===== src/rtl/periph_gate_pkg.sv =====
package periph_gate_pkg;

  typedef enum logic [2:0] {
    PST_OFF  = 3'b000,
    PST_ON   = 3'b001,
    PST_SPD  = 3'b010,
    PST_BUSY = 3'b011,
    PST_RST  = 3'b100
  } pstate_e;

  localparam int unsigned PST_W = 3;

  localparam logic [3:0] REG_LOCK   = 4'h0;
  localparam logic [3:0] REG_ENABLE = 4'h1;
  localparam logic [3:0] REG_STATUS = 4'h2;

endpackage


===== src/rtl/rst_sync.sv =====
module rst_sync #(
  parameter int unsigned STAGES = 2
) (
  input  logic clk,
  input  logic arst_n,
  output logic srst_n
);

  logic [STAGES-1:0] pipe_q;
  logic [STAGES-1:0] pipe_d;

  always_comb begin
    pipe_d = {pipe_q[STAGES-2:0], 1'b1};
  end

  always_ff @(posedge clk or negedge arst_n) begin
    if (!arst_n) pipe_q <= '0;
    else         pipe_q <= pipe_d;
  end

  assign srst_n = pipe_q[STAGES-1];

endmodule


===== src/rtl/key_window.sv =====
module key_window #(
  parameter int unsigned DATA_W = 32,
  parameter logic [DATA_W-1:0] KEY = 32'h0F0A0B00,
  parameter int unsigned WINDOW = 16
) (
  input  logic              clk,
  input  logic              rst_n,
  input  logic              lock_we,
  input  logic [DATA_W-1:0] lock_wdata,
  input  logic              cfg_we,
  output logic              win_open,
  output logic              cfg_accept
);

  localparam int unsigned CNT_W = $clog2(WINDOW + 1);
  localparam logic [CNT_W-1:0] LAST = CNT_W'(WINDOW - 1);

  logic             open_q, open_d;
  logic [CNT_W-1:0] cnt_q, cnt_d;
  logic             upd_en;
  logic             key_hit;

  assign key_hit = lock_we && (lock_wdata == KEY);
  assign upd_en  = lock_we || open_q;

  always_comb begin
    open_d = open_q;
    cnt_d  = cnt_q;
    if (lock_we) begin
      open_d = key_hit;
      cnt_d  = '0;
    end else if (open_q) begin
      if (cfg_we || (cnt_q == LAST)) begin
        open_d = 1'b0;
        cnt_d  = '0;
      end else begin
        cnt_d = cnt_q + 1'b1;
      end
    end
  end

  always_ff @(posedge clk or negedge rst_n) begin
    if (!rst_n) begin
      open_q <= 1'b0;
      cnt_q  <= '0;
    end else if (upd_en) begin
      open_q <= open_d;
      cnt_q  <= cnt_d;
    end
  end

  assign win_open   = open_q;
  assign cfg_accept = cfg_we && open_q && !lock_we;


  key_opens_chk: assert property (@(posedge clk) disable iff (!rst_n)
    key_hit |=> win_open);


  bad_key_chk: assert property (@(posedge clk) disable iff (!rst_n)
    (lock_we && !key_hit) |=> !win_open);


  one_shot_chk: assert property (@(posedge clk) disable iff (!rst_n)
    cfg_accept |=> !win_open);


  window_len_chk: assert property (@(posedge clk) disable iff (!rst_n)
    win_open |-> (cnt_q <= LAST));

endmodule


===== src/rtl/cfg_store.sv =====
module cfg_store #(
  parameter int unsigned N_PERIPH = 8
) (
  input  logic                clk,
  input  logic                rst_n,
  input  logic                accept,
  input  logic [N_PERIPH-1:0] wdata,
  output logic [N_PERIPH-1:0] cfg
);

  logic [N_PERIPH-1:0] cfg_q, cfg_d;

  always_comb begin
    cfg_d = accept ? wdata : cfg_q;
  end

  always_ff @(posedge clk or negedge rst_n) begin
    if (!rst_n)      cfg_q <= '0;
    else if (accept) cfg_q <= cfg_d;
  end

  assign cfg = cfg_q;


  cfg_hold_chk: assert property (@(posedge clk) disable iff (!rst_n)
    !accept |=> $stable(cfg_q));

endmodule


===== src/rtl/periph_fsm.sv =====
module periph_fsm
  import periph_gate_pkg::*;
#(
  parameter int unsigned RAMP = 4,
  parameter bit STATIC_PD = 1'b0
) (
  input  logic             clk,
  input  logic             rst_n,
  input  logic             en_req,
  output logic [PST_W-1:0] code,
  output logic             en_out
);

  localparam int unsigned CNT_W = $clog2(RAMP + 1);
  localparam logic [CNT_W-1:0] LAST = CNT_W'(RAMP - 1);

  pstate_e          st_q, st_d;
  logic [CNT_W-1:0] cnt_q, cnt_d;

  always_comb begin
    st_d  = st_q;
    cnt_d = cnt_q;
    if (STATIC_PD) begin
      st_d  = PST_SPD;
      cnt_d = '0;
    end else begin
      unique case (st_q)
        PST_RST, PST_OFF: begin
          cnt_d = '0;
          st_d  = en_req ? PST_BUSY : PST_OFF;
        end
        PST_BUSY: begin
          if (!en_req) begin
            st_d  = PST_OFF;
            cnt_d = '0;
          end else if (cnt_q == LAST) begin
            st_d  = PST_ON;
            cnt_d = '0;
          end else begin
            cnt_d = cnt_q + 1'b1;
          end
        end
        PST_ON: begin
          cnt_d = '0;
          if (!en_req) st_d = PST_OFF;
        end
        default: begin
          st_d  = PST_OFF;
          cnt_d = '0;
        end
      endcase
    end
  end

  always_ff @(posedge clk or negedge rst_n) begin
    if (!rst_n) begin
      st_q  <= PST_RST;
      cnt_q <= '0;
    end else begin
      st_q  <= st_d;
      cnt_q <= cnt_d;
    end
  end

  assign code   = st_q;
  assign en_out = (st_q == PST_ON);


  disable_chk: assert property (@(posedge clk) disable iff (!rst_n)
    (!en_req && !STATIC_PD) |=> (st_q == PST_OFF));


  ramp_first_chk: assert property (@(posedge clk) disable iff (!rst_n)
    $rose(en_out) |-> ($past(st_q) == PST_BUSY));


  static_chk: assert property (@(posedge clk) disable iff (!rst_n)
    STATIC_PD |=> (st_q == PST_SPD) && !en_out);

endmodule


===== src/rtl/periph_gate_ctrl.sv =====
module periph_gate_ctrl
  import periph_gate_pkg::*;
#(
  parameter int unsigned ADDR_W = 4,
  parameter int unsigned DATA_W = 32,
  parameter int unsigned N_PERIPH = 8,
  parameter int unsigned WINDOW = 16,
  parameter int unsigned RAMP = 4,
  parameter logic [DATA_W-1:0] KEY = 32'h0F0A0B00,
  parameter logic [N_PERIPH-1:0] STATIC_PD_MASK = 8'h80
) (
  input  logic                clk,
  input  logic                rst_n,
  input  logic [ADDR_W-1:0]   bus_addr,
  input  logic                bus_we,
  input  logic [DATA_W-1:0]   bus_wdata,
  output logic [DATA_W-1:0]   bus_rdata,
  output logic [N_PERIPH-1:0] periph_en
);

  localparam int unsigned STAT_W = N_PERIPH * PST_W;

  logic                rst_n_s;
  logic                lock_we, cfg_we;
  logic                win_open, cfg_accept;
  logic [N_PERIPH-1:0] cfg;
  logic [STAT_W-1:0]   status;

  rst_sync #(.STAGES(2)) u_rst (
    .clk    (clk),
    .arst_n (rst_n),
    .srst_n (rst_n_s)
  );

  assign lock_we = bus_we && (bus_addr == ADDR_W'(REG_LOCK));
  assign cfg_we  = bus_we && (bus_addr == ADDR_W'(REG_ENABLE));

  key_window #(.DATA_W(DATA_W), .KEY(KEY), .WINDOW(WINDOW)) u_win (
    .clk        (clk),
    .rst_n      (rst_n_s),
    .lock_we    (lock_we),
    .lock_wdata (bus_wdata),
    .cfg_we     (cfg_we),
    .win_open   (win_open),
    .cfg_accept (cfg_accept)
  );

  cfg_store #(.N_PERIPH(N_PERIPH)) u_cfg (
    .clk    (clk),
    .rst_n  (rst_n_s),
    .accept (cfg_accept),
    .wdata  (bus_wdata[N_PERIPH-1:0]),
    .cfg    (cfg)
  );

  for (genvar g = 0; g < N_PERIPH; g++) begin : g_periph
    periph_fsm #(.RAMP(RAMP), .STATIC_PD(STATIC_PD_MASK[g])) u_fsm (
      .clk    (clk),
      .rst_n  (rst_n_s),
      .en_req (cfg[g]),
      .code   (status[g*PST_W +: PST_W]),
      .en_out (periph_en[g])
    );
  end

  always_comb begin
    unique case (bus_addr)
      ADDR_W'(REG_LOCK):   bus_rdata = DATA_W'(win_open);
      ADDR_W'(REG_ENABLE): bus_rdata = DATA_W'(cfg);
      ADDR_W'(REG_STATUS): bus_rdata = DATA_W'(status);
      default:             bus_rdata = '0;
    endcase
  end


  status_ro_chk: assert property (@(posedge clk) disable iff (!rst_n_s)
    (bus_we && bus_addr == ADDR_W'(REG_STATUS) && !cfg_accept) |=> $stable(cfg));

endmodule


===== config.mk =====
export PLATFORM = sky130hd
export DESIGN_NAME = periph_gate_ctrl
export DESIGN_NICKNAME = d
export VERILOG_FILES = /design/src/rtl/periph_gate_pkg.sv /design/src/rtl/rst_sync.sv /design/src/rtl/key_window.sv /design/src/rtl/cfg_store.sv /design/src/rtl/periph_fsm.sv /design/src/rtl/periph_gate_ctrl.sv
export SDC_FILE = /design/constraint.sdc
export NUM_CORES = 1
export LEC_CHECK = 0
export BUFFER_PORTS_ARGS = -buffer_cell sky130_fd_sc_hd__buf_2
export CAP_MARGIN = 0
export CELL_PAD_IN_SITES_DETAIL_PLACEMENT = 0
export CELL_PAD_IN_SITES_GLOBAL_PLACEMENT = 1
export CORE_ASPECT_RATIO = 1.5
export CORE_UTILIZATION = 40
export DETAILED_ROUTE_END_ITERATION = 8
export GPL_TIMING_DRIVEN = 1
export PLACE_DENSITY = 0.88
export SYNTH_ARGS = -nofsm -noshare
export SYNTH_HDL_FRONTEND = slang
export SYNTH_HIERARCHICAL = 1
export SYNTH_SLANG_ARGS = --single-unit

===== constraint.sdc =====
create_clock -name clk -period 5.2 [get_ports clk]
set_input_delay 1.04 -clock clk [delete_from_list [all_inputs] [get_ports clk]]
set_output_delay 1.04 -clock clk [all_outputs]
set_load 0.02 [all_outputs]

==> flow_summary.yaml, run 1 <==
status:
  status: "complete, no violations"
yosys:
  synth_enable_flop_cells: 0
  synth.ff_latch_count: 60
  cell_types_occupying_the_most_area_after_synthesis: "sky130_fd_sc_hd__dfrtp_1 42%, sky130_fd_sc_hd__dfstp_2 6.8%, sky130_fd_sc_hd__nand4b_4 5.4%"
  syn_area_um2: 3070
  synth_top_area_share: 0.424
  synth_area_per_cell_um2: 12.6
  synth-seq-area-share: 0.492
  synth_largest_area_cell: "sky130_fd_sc_hd__dfrtp_1"
  synth_async_reset_ratio: 1.00
  post_synth_num_cell_types: 42
  syn_inst: 243
  synth_top_flop_cell: "sky130_fd_sc_hd__dfrtp_1"
  ys_warn_count: 6
die:
  chipHeight_um: 109
  fp.coreArea_um2: 7320
  io-pin-count: 79
  fp.dieArea_um2: 8030
  initial_cell_density_of_the_core: 0.419
  rows: 38
  die_width_um: 73.5
route:
  dr_total_vias: 1965
  routed.top_layer: "met5"
  drc: 0
  first_iter_violations: 95
  detailedRoute.firstPassIterationCount: 4
  antenna_left: 0
  met1Wirelength_um: 2320
  met3_length_um: 205
  routed_wire_length_per_instance_um: 12.7
  wirelength_routed_um: 5390
  met2_wirelength_um: 2750
  route.detailed.vias_per_inst: 4.65
worst_setup_path:
  timing_worst_setup_path_type: "input pin to output port"
  kind_of_end_point_of_the_critical_path: "output port"
  setup.reg_to_reg.worst_slack_ns: 3.13
  buffering_stage_count_on_the_worst_path_with_inverters_included: 2
  reg2reg_depth: 7
  worst_path_dominant_cell_family: "simple AND/OR/NAND/NOR gates"
  timing.critical_path.slowest_cell_delay_ns: 0.92
  cp.required_ns: 4.16
  cp.arrival_ns: 2.54
  cpMostUsedCell: "sky130_fd_sc_hd__buf_2"
  path_depth: 4
  worstSetupStartpointType: "input pin"
  critPathSlowestCell: "sky130_fd_sc_hd__nor4b_4"
  crit_path_max_fanout: 23
  regToRegStartpoint: "u_win/cnt_q[0]"
  crit_path_cell_trace: "buf_2 > nor4b_4 > a22o_2 > buf_2"
  rr_endpoint: "u_win/cnt_q[3]"
finish:
  layout.cells.most_common: "sky130_fd_sc_hd__buf_2"
  most-common-layout-cells: "68 x sky130_fd_sc_hd__buf_2, 51 x sky130_fd_sc_hd__dfrtp_1, 20 x sky130_fd_sc_hd__conb_1"
  fillcell_total: 698
  n_antenna_cell: 0
  post-route-util: 0.497
  drive_above_1_share: 0.455
  synthToLayoutAreaGrowth_pct: 18.5
  num-nets-final: 366
worst_hold_path:
  holdPathEnd: "u_rst/pipe_q[1]"
  worstHoldPathCells: 0
  worstHoldStart: "u_rst/pipe_q[0]"
  min-delay-path-class: "flop to flop"
cts:
  cts_resized: 0
  clock_path_buffers: 2
  cts_buffers: 9
  clkLatencyLatePin_ns: 0.33
  clock_root_buffer: "sky130_fd_sc_hd__clkbuf_8"
  holdBufCountCts: 0
  clock_tree_from_tritoncts: "built"
  path_clk_slew_ns: 0.07
  clock_sinks: 60
  htree_num_levels: 3
  postCtsSetupBuffers: 0
timing:
  hold_slack_ns: 0.354
  maxSlewViolCount: 0
  fin_crit_sh: 0.689
  layout_min_cycle_time_ns: 3.58
  finalSetupViolCount: 0
  rsz_0062_raised_after_global_routing: "false"
  max_freq_ghz: 0.279
  fin_worst_skew_ns: 0.00801
  timing_hold_violations_final: 0
  worst-slew-pin-transition_ns: 1.05
  timing.max_slew.rel_slack: 0.300
  totalNegativeSetupSlack_ns: 0
  final_critical_path_setup_slack_ns: 1.62
global_routing:
  largest_net_degree_at_the_start_of_global_routing: 59
  globalRouteOverflowTotal: 0
  grt.total_usage: 0.152
  grt_first_pass_wirelength_um: 8920
  antenna_found_initial: 1
  first_global_vias: 1841
placement:
  numPortBuffers: 68
  worst_setup_slack_before_clock_tree_synthesis_ns: 1.50
  dpl.hpwl_um: 4050
  place.gp.congestion: 0.772
job:
  drv.max_cap_violation_count: 0
power_and_ir_drop:
  power.density_nw_per_um2: 245
  ir_drop_v: 0.000111
  leakagePower_nw: 2.01
[through the flow]
stage	total power, W	std cells	area, um^2
4_1_cts	0.000903	423	3640
3_3_place_gp	0.000533	407	3460
6_report	0.000891	423	3640
5_1_grt	0.000928	423	3640
3_5_place_dp	0.000534	407	3460
2_1_floorplan	0.000515	252	3100
[cells by family (layout without fill, tap and decap cells)]
kind of cell / Yosys count / in the layout / synth area share
other: 11 / 20 / 0.0135
adder cells (fa/ha/maj): 9 / 9 / 0.0367
multiplexers: 8 / 8 / 0.0391
buffers and inverters: 23 / 94 / 0.0477
AND/OR/NAND/NOR: 101 / 101 / 0.291
AO/OA/AOI/OAI: 31 / 31 / 0.0791
flip-flops: 60 / 60 / 0.492
[sequential cells by signal (all words and copies together), names as in the netlist]
name,count
u_rst/pipe_q,2
g_periph.u_fsm/cnt_q,21
u_win/win_open,1
u_win/cnt_q,5
g_periph.u_fsm/code,23
u_cfg/cfg,8
[layout make-up]
type	count	area, um^2	area share
clock buffer	14	163	0.0447
multi-input combinational	169	1450	0.397
sequential	60	1510	0.416
inverter	9	33.8	0.00929
tap	100	125	0.0344
clock inverter	2	10.0	0.00275
timing repair buffer	69	348	0.0956
[synth_stat cells, types with 8 or more instances]
library cell / n
sky130_fd_sc_hd__and2_1: 12
sky130_fd_sc_hd__and2b_2: 8
sky130_fd_sc_hd__buf_4: 10
sky130_fd_sc_hd__conb_1: 11
sky130_fd_sc_hd__dfrtp_1: 52
sky130_fd_sc_hd__dfstp_2: 8
sky130_fd_sc_hd__ha_1: 9
sky130_fd_sc_hd__inv_1: 9
sky130_fd_sc_hd__mux2_4: 8
sky130_fd_sc_hd__nor2_1: 16
sky130_fd_sc_hd__nor2b_1: 8
[power breakdown]
group / total, W / switching [W] / internal, W
Clock: 0.000367 / 0.000169 / 0.000198
Combinational: 0.0000480 / 0.0000290 / 0.0000190
Sequential: 0.000476 / 0.00000228 / 0.000474
Total: 0.000891 / 0.000200 / 0.000691
[worst max-delay path by stage]
stage	slack [ns]	start	to
3_5_place_dp	1.50	bus_addr[0]	bus_rdata[7]
5_1_grt	1.44	bus_addr[0]	bus_rdata[7]
4_1_cts	1.50	bus_addr[0]	bus_rdata[7]
2_1_floorplan	1.77	bus_addr[1]	bus_rdata[0]
3_3_place_gp	1.52	bus_addr[0]	bus_rdata[2]
6_report	1.62	bus_addr[0]	bus_rdata[7]
[routing by layer]
metal,GRT usage,vias up
met5,0,-
met4,0.0701,2
met3,0.0379,9
met2,0.238,45
met1,0.196,939
li1,-,970
Power figures use the tool's default switching activity.
==> run 2: changes to the inputs <==
clock period = 3.3 ns   (was 5.2 ns; I/O delays follow)
==> flow_summary.yaml, run 2 (synthesized netlist as in run 1, its figures left out) <==
global_routing:
  first_global_vias: 1932
  grt_first_pass_wirelength_um: 9520
  antenna_found_initial: 0
  grt.total_usage: 0.164
  globalRouteOverflowTotal: 0
  largest_net_degree_at_the_start_of_global_routing: 33
status:
  status: "complete, no violations"
route:
  route.detailed.vias_per_inst: 4.79
  routed_wire_length_per_instance_um: 13.8
  wirelength_routed_um: 5870
  drc: 0
  first_iter_violations: 68
  dr_total_vias: 2030
  antenna_left: 0
  detailedRoute.firstPassIterationCount: 4
worst_setup_path:
  cp.required_ns: 2.64
  regToRegStartpoint: "u_win/cnt_q[0]"
  timing.critical_path.slowest_cell_delay_ns: 0.51
  startpoint: "bus_addr[1]"
  worstSetupStartpointType: "input pin"
  timing_worst_setup_path_type: "input pin to output port"
  kind_of_end_point_of_the_critical_path: "output port"
  crit_path_cell_trace: "buf_2 > nor4b_4 > a22o_2 > buf_2"
  cp.arrival_ns: 1.73
  cpMostUsedCell: "sky130_fd_sc_hd__buf_2"
  critPathSlowestCell: "sky130_fd_sc_hd__nor4b_4"
  crit_path_max_fanout: 8
power_and_ir_drop:
  ir_drop_v: 0.000196
  leakagePower_nw: 2.04
  power.density_nw_per_um2: 429
cts:
  postCtsSetupBuffers: 0
  holdBufCountCts: 0
  path_clk_slew_ns: 0.07
  cts_resized: 0
  clock_sinks: 60
  clock_path_buffers: 2
  clock_tree_from_tritoncts: "built"
  cts_buffers: 9
  clock_root_buffer: "sky130_fd_sc_hd__clkbuf_8"
  htree_num_levels: 3
  clkLatencyLatePin_ns: 0.34
finish:
  layoutNonFillerInstCount: 424
  most-common-layout-cells: "68 x sky130_fd_sc_hd__buf_2, 51 x sky130_fd_sc_hd__dfrtp_1, 20 x sky130_fd_sc_hd__conb_1"
  n_antenna_cell: 0
  fillcell_total: 683
  layout.cells.most_common: "sky130_fd_sc_hd__buf_2"
  num-nets-final: 367
  largest_register_ffs: 23
  register_area_um2: 1510
  area_taken_by_multi_input_logic_gates_um2: 1450
  post-route-cell-area_um2: 3710
  synthToLayoutAreaGrowth_pct: 20.8
  drive_above_1_share: 0.466
timing:
  max_freq_ghz: 0.419
  finalSetupViolCount: 0
  fin_crit_sh: 0.724
  fin_worst_skew_ns: 0.00861
  worst-slew-pin-transition_ns: 0.607
  timing.max_slew.rel_slack: 0.596
  timing_hold_violations_final: 0
  rsz_0062_raised_after_global_routing: "false"
  layout_min_cycle_time_ns: 2.39
  maxSlewViolCount: 0
  totalNegativeSetupSlack_ns: 0
die:
  fp.coreArea_um2: 7320
  rows: 38
  initial_cell_density_of_the_core: 0.419
  io-pin-count: 79
  chipHeight_um: 109
  die_width_um: 73.5
  fp.dieArea_um2: 8030
job:
  drv.max_cap_violation_count: 0
worst_hold_path:
  min-delay-path-class: "input pin to asynchronous set/reset pin"
placement:
  place.gp.congestion: 0.742
  dpl_cell_area_um2: 3470
  dpl.hpwl_um: 4510
  numPortBuffers: 68
  placedCellCount: 408
run 2: layout make-up:
cell class | instances | share of cell area
flip-flops and latches | 60 | 0.408
multi-input cells | 169 | 0.390
repair buffers | 70 | 0.0958
clock buffers | 12 | 0.0445
well taps | 100 | 0.0337
clock inverters | 4 | 0.0189
inverters | 9 | 0.00911
run 2: critical path: cells and delay by family:
family                 cells  cell delay, ns
and+or+nand+nor            1            0.51
buffers and inverters      2            0.30
AOI/OAI and AO/OA          1            0.25
run 2: worst paths after layout:
path	endpoint	slack, ns	cells past startpoint
setup reg to reg	u_win/cnt_q[3]	1.21	7
setup / recovery	bus_rdata[3]	0.91	4
min in group clk	u_rst/pipe_q[1]	0.35	0
hold / removal	u_rst/pipe_q[1]	0.09	1
max in group asynchronous	g_periph[1].u_fsm/code[2]	2.13	1
hold reg to reg	g_periph[2].u_fsm/cnt_q[0]	0.28	0
run 2: routing by layer:
metal / track usage / wire length, um
met5: 0 / 0
met4: 0.0824 / 122
met3: 0.0425 / 274
met2: 0.275 / 3170
met1: 0.190 / 2300
run 2: where the power goes:
group / switching [W] / total [W] / leakage (nW) / internal, W
clock: 0.000280 / 0.000765 / 0.122 / 0.000484
sequential: 0.00000965 / 0.000756 / 0.803 / 0.000747
combinational: 0.0000409 / 0.0000713 / 1.12 / 0.0000303
run 2: metrics by stage:
step / util / worst slack (ns) / hold WS, ns / power [W]
floorplan: - / 0.628 / 0.331 / 0.000811
global placement: 0.474 / 0.876 / 0.290 / 0.000840
detailed placement: 0.474 / 0.776 / 0.304 / 0.000842
CTS: 0.506 / 0.898 / 0.0714 / 0.00161
global route: 0.506 / 0.827 / 0.0792 / 0.00165
finish: 0.506 / 0.912 / 0.0947 / 0.00159
